File: src/rtl/fw_download_port.sv
module fw_download_port #(
  parameter int ADDR_W = 14,
  parameter logic [7:0] CODE_LOAD = 8'h0F,
  parameter logic [7:0] CODE_DONE = 8'h03,
  parameter logic [7:0] CODE_RUN  = 8'h13
) (
  input  logic              clk,
  input  logic              rst_n,
  input  logic              wr_en,
  input  logic              rd_en,
  input  logic [31:0]       wdata,
  output logic [31:0]       rdata,
  output logic              ram_we,
  output logic [ADDR_W-1:0] ram_waddr,
  output logic [7:0]        ram_wdata,
  output logic [ADDR_W-1:0] ram_raddr,
  input  logic [7:0]        ram_rdata,
  output logic              core_hold
);
  localparam int PAD_W = 16 - ADDR_W;
  localparam logic [ADDR_W-1:0] ONE = {{(ADDR_W-1){1'b0}}, 1'b1};

  logic [7:0]        ctrl_q;
  logic [ADDR_W-1:0] ptr_q;
  logic [15:0]       size_q;
  logic              hold_q;

  logic [7:0]        wr_code;
  logic              load_wr;
  logic              uploading;
  logic [ADDR_W-1:0] wr_addr;

  assign wr_code   = wdata[31:24];
  assign load_wr   = wr_en && (wr_code == CODE_LOAD);
  assign uploading = (ctrl_q == CODE_LOAD);
  assign wr_addr   = {ptr_q[ADDR_W-1:8], wdata[7:0]};

  always_ff @(posedge clk or negedge rst_n) begin
    if (!rst_n) begin
      ctrl_q <= 8'h00;
      ptr_q  <= '0;
      size_q <= 16'h0000;
      hold_q <= 1'b1;
    end else if (wr_en) begin
      ctrl_q <= wr_code;
      if (load_wr) begin
        ptr_q  <= wr_addr;
        hold_q <= 1'b1;
      end else begin
        size_q <= wdata[15:0];
        if (wr_code == CODE_RUN) hold_q <= 1'b0;
      end
    end else if (rd_en && uploading) begin
      ptr_q <= ptr_q + ONE;
    end
  end

  assign ram_we    = load_wr;
  assign ram_waddr = wr_addr;
  assign ram_wdata = wdata[23:16];
  assign ram_raddr = ptr_q;
  assign core_hold = hold_q;

  assign rdata = uploading ? {ctrl_q, ram_rdata, {PAD_W{1'b0}}, ptr_q}
                           : {ctrl_q, 8'h00, size_q};
endmodule


File: config.mk
export PLATFORM = sky130hd
export DESIGN_NAME = fw_download_port
export DESIGN_NICKNAME = d
export VERILOG_FILES = /design/src/rtl/fw_download_port.sv
export SDC_FILE = /design/constraint.sdc
export NUM_CORES = 1
export LEC_CHECK = 0
export ABC_AREA = 1
export ABC_CLOCK_PERIOD_IN_PS = 1300
export BUFFER_PORTS_ARGS = -buffer_cell sky130_fd_sc_hd__buf_2
export CAP_MARGIN = 5
export CORE_MARGIN = 5
export CORE_UTILIZATION = 43
export CTS_CLUSTER_DIAMETER = 60
export DETAILED_ROUTE_END_ITERATION = 10
export PLACE_DENSITY = 0.74
export SYNTH_ARGS = -nofsm -noshare
export SYNTH_HDL_FRONTEND = slang
export SYNTH_SLANG_ARGS = --single-unit
File: constraint.sdc
create_clock -name clk -period 1.3 [get_ports clk]
set_input_delay 0.065 -clock clk [delete_from_list [all_inputs] [get_ports clk]]
set_output_delay 0.065 -clock clk [all_outputs]
set_load 0.01 [all_outputs]
==> run_results.csv <==
group,metric,value,unit
sta,tightest_slew,409.9,ps
die,die_h,85.77,µm
synthesis,synth-seq-area-share,39.58,%
critical_path,crit_fanout,13,
placement,placed_cells,512,
critical_path,critPathKind,"reg2out",
critical_path,cp.arrival,1560,ps
synthesis,syn_avg_cell_area,7.013,µm²
die,rows,27,
clock_tree,htree_num_levels,2,
routing,ant_nets,0,
synthesis,synth_area,2469,µm²
synthesis,yosys-top-cells-area,"dfrtp_1 (39%), nand2_1 (18%), buf_4 (7.3%)",
cells_and_area,final_common_cell,"nand2_1",
power_and_ir_drop,power,3.148,mW
routing,drc,0,
critical_path,r2r-start,"ctrl_q[7]$_DFFE_PN0P_",
critical_path,r2r_slack,-140,ps
sta,max_freq,0.6168,GHz
global_route,grt_pass1_wl,11.50,mm
sta,hold_viol_final,0,
sta,worst_slack,-321.4,ps
sta,rsz0062_at_grt,"yes",
flow_run,maxCapViolCount,0,
sta,relSlewSlack,72.57,%
sta,whs,1.715,ps
cells_and_area,area_delta_synth_final,39.18,%
routing,first_pass_iters,5,
cells_and_area,nets,502,
routing,wl,7.420,mm
synthesis,synth_area_leader_cell,"dfrtp_1",
min_path,whs_endpoint,"size_q[13]$_DFFE_PN0P_",
routing,wl_per_cell,14.00,µm
status,violations,"negative setup slack",
clock_tree,root_buffer,"clkbuf_8",
routing,vias,2611,
synthesis,synth-seq-cells,39,
global_route,track_usage,19.38,%
power_and_ir_drop,leakage,1.892,nW
global_route,grt_max_degree,29,
global_route,gr-total-overflow,0,
critical_path,r2r_cells,7,
synthesis,yosysTopAreaCellShare,38.52,%
die,core,5540,µm²
min_path,hp-class,"in2reg",
power_and_ir_drop,cellPowerDensity,916.1,nW/µm²
critical_path,critPathLaunchType,"flop",
power_and_ir_drop,ir_drop,0.5669,mV
critical_path,required,1240,ps
status,status,"finished with violations",
die,die_w,85.77,µm
cells_and_area,postLayoutCoreUtil,62.01,%
cells_and_area,layout_common_cells,"nand2_1 (106), buf_2 (95), dfrtp_1 (35)",
clock_tree,cts.sinks,39,
global_route,antenna_found_initial,0,
routing,viasPerCell,4.926,
clock_tree,cts_tree,"yes",
synthesis,synth_edf_count,0,
synthesis,syn-num-nets,397,
clock_tree,cts_max_path_buffers,2,
cells_and_area,instances_no_fill,530,
sta,min_period,1621,ps
min_path,worstHoldPathCells,3,
placement,numPortBuffers,97,
cells_and_area,diodes,0,
critical_path,end_kind,"output port",
sta,final.setup.tns,-7684,ps
sta,setup_viol,37,
synthesis,synth_ff_type,"dfrtp_1",
critical_path,r2r-end,"ram_raddr[8]$_DFFE_PN0P_",
sta,skew,1.531,ps
clock_tree,clk_pin_slew,70,ps
sta,period_share,124.7,%
synthesis,yosys_warnings,0,
die,io_pins,114,
placement,dp_hpwl,5.393,mm
synthesis,syn_inst,352,
sta,drv_slew,0,
synthesis,synth_cell_type_count,27,
clock_tree,cts_buffers,5,
global_route,grt_pass1_vias,2512,
synthesis,postSynth.asyncResetShare,100.0,%
die,dieArea,7356,µm²
die,initial_core_util,44.56,%
placement,gp_congestion,0.8329,
routing,drt_iter0_markers,164,
min_path,hold_path_startpoint,"wdata[13]",
clock_tree,insertion_delay,290,ps
cells_and_area,drive_above_1_share,42.58,%
## critical path, stage by stage, from the launching register on
cell	delay [ps]
dfrtp_1	450
nand2_1	120
nor2_4	150
nand2_4	120
buf_12	170
o21ai_2	110
buf_2	150
## cells in the mapped netlist (3+ instances only)
cell type / number
a21oi_1: 3
buf_2: 6
buf_4: 24
dfrtp_1: 38
inv_1: 37
inv_2: 3
nand2_1: 120
nand2_2: 4
nand3_1: 33
nand4_1: 3
nor2_1: 29
nor3_1: 4
nor3_2: 3
o21ai_0: 29
## where the power goes
group / leakage [nW] / switching, mW / total [mW] / internal (mW)
clock: 0.0612 / 0.426 / 1.05 / 0.621
combinational: 1.35 / 0.400 / 0.715 / 0.315
sequential: 0.476 / 0.0787 / 1.39 / 1.31
total: 1.89 / 0.905 / 3.15 / 2.24
## logic make-up (layout without fill, tap and decap cells)
family,Yosys count,in the layout,synth area share [%]
buffers and inverters,73,179,15.71
adders and majority gates,1,1,0.5068
DFF,39,39,39.58
muxes,1,1,0.4055
AOI/OAI and AO/OA,33,33,6.741
and+or+nand+nor,205,205,37.05
## sequential cells by signal, indices dropped and copies added (netlist names)
signal	flops
size_q	16
ctrl_q	8
ram_raddr	14
core_hold	1
## what timing repair did
| action | CTS | global route |
|---|---|---|
| gates cloned | 1 | 0 |
| endpoints found under the hold margin | 12 | 0 |
| pin swaps | 12 | 13 |
| hold buffers | 1 | 0 |
| gates resized for setup | 34 | 34 |
| setup buffers | 5 | 4 |
| setup endpoints to repair | 32 | 38 |
## metal layers
metal | vias to the layer above | part of all wire (%) | global-route usage (%)
li1 | 1292 | - | -
met1 | 1202 | 40 | 23.75
met2 | 102 | 51 | 34.53
met3 | 15 | 6.8 | 3.362
met4 | 0 | 2.2 | 6.043
met5 | - | 0 | 0
## stage by stage
step | cell area [µm²] | worst slack, ps
finish | 3436 | -321.4
global route | 3436 | -395.7
CTS | 3306 | -290.8
detailed placement | 3027 | -36.51
global placement | 3027 | -5.713
floorplan | 2471 | -15.81
## worst max-delay path by stage
stage	from	endpoint	depth (start not counted)
final	ctrl_q[0]$_DFFE_PN0P_	rdata[6]	6
after floorplan	ctrl_q[5]$_DFFE_PN0P_	rdata[0]	6
after detailed placement	ram_raddr[0]$_DFFE_PN0P_	ram_raddr[8]$_DFFE_PN0P_	5
after global routing	ctrl_q[0]$_DFFE_PN0P_	rdata[8]	6
after global placement	ram_raddr[0]$_DFFE_PN0P_	ram_raddr[8]$_DFFE_PN0P_	5
after CTS	ctrl_q[6]$_DFFE_PN0P_	rdata[11]	7
## layout make-up
| cell class | count | area (µm²) |
|---|---|---|
| Fill cell | 488 | 2105 |
| Multi-Input combinational cell | 240 | 1276 |
| Sequential cell | 39 | 980.9 |
| Timing Repair Buffer | 131 | 820.8 |
| Inverter | 40 | 150.1 |
| Tap cell | 72 | 90.09 |
| Clock buffer | 6 | 82.58 |
| Clock inverter | 2 | 35.03 |
(Power assumes the default switching activity.)
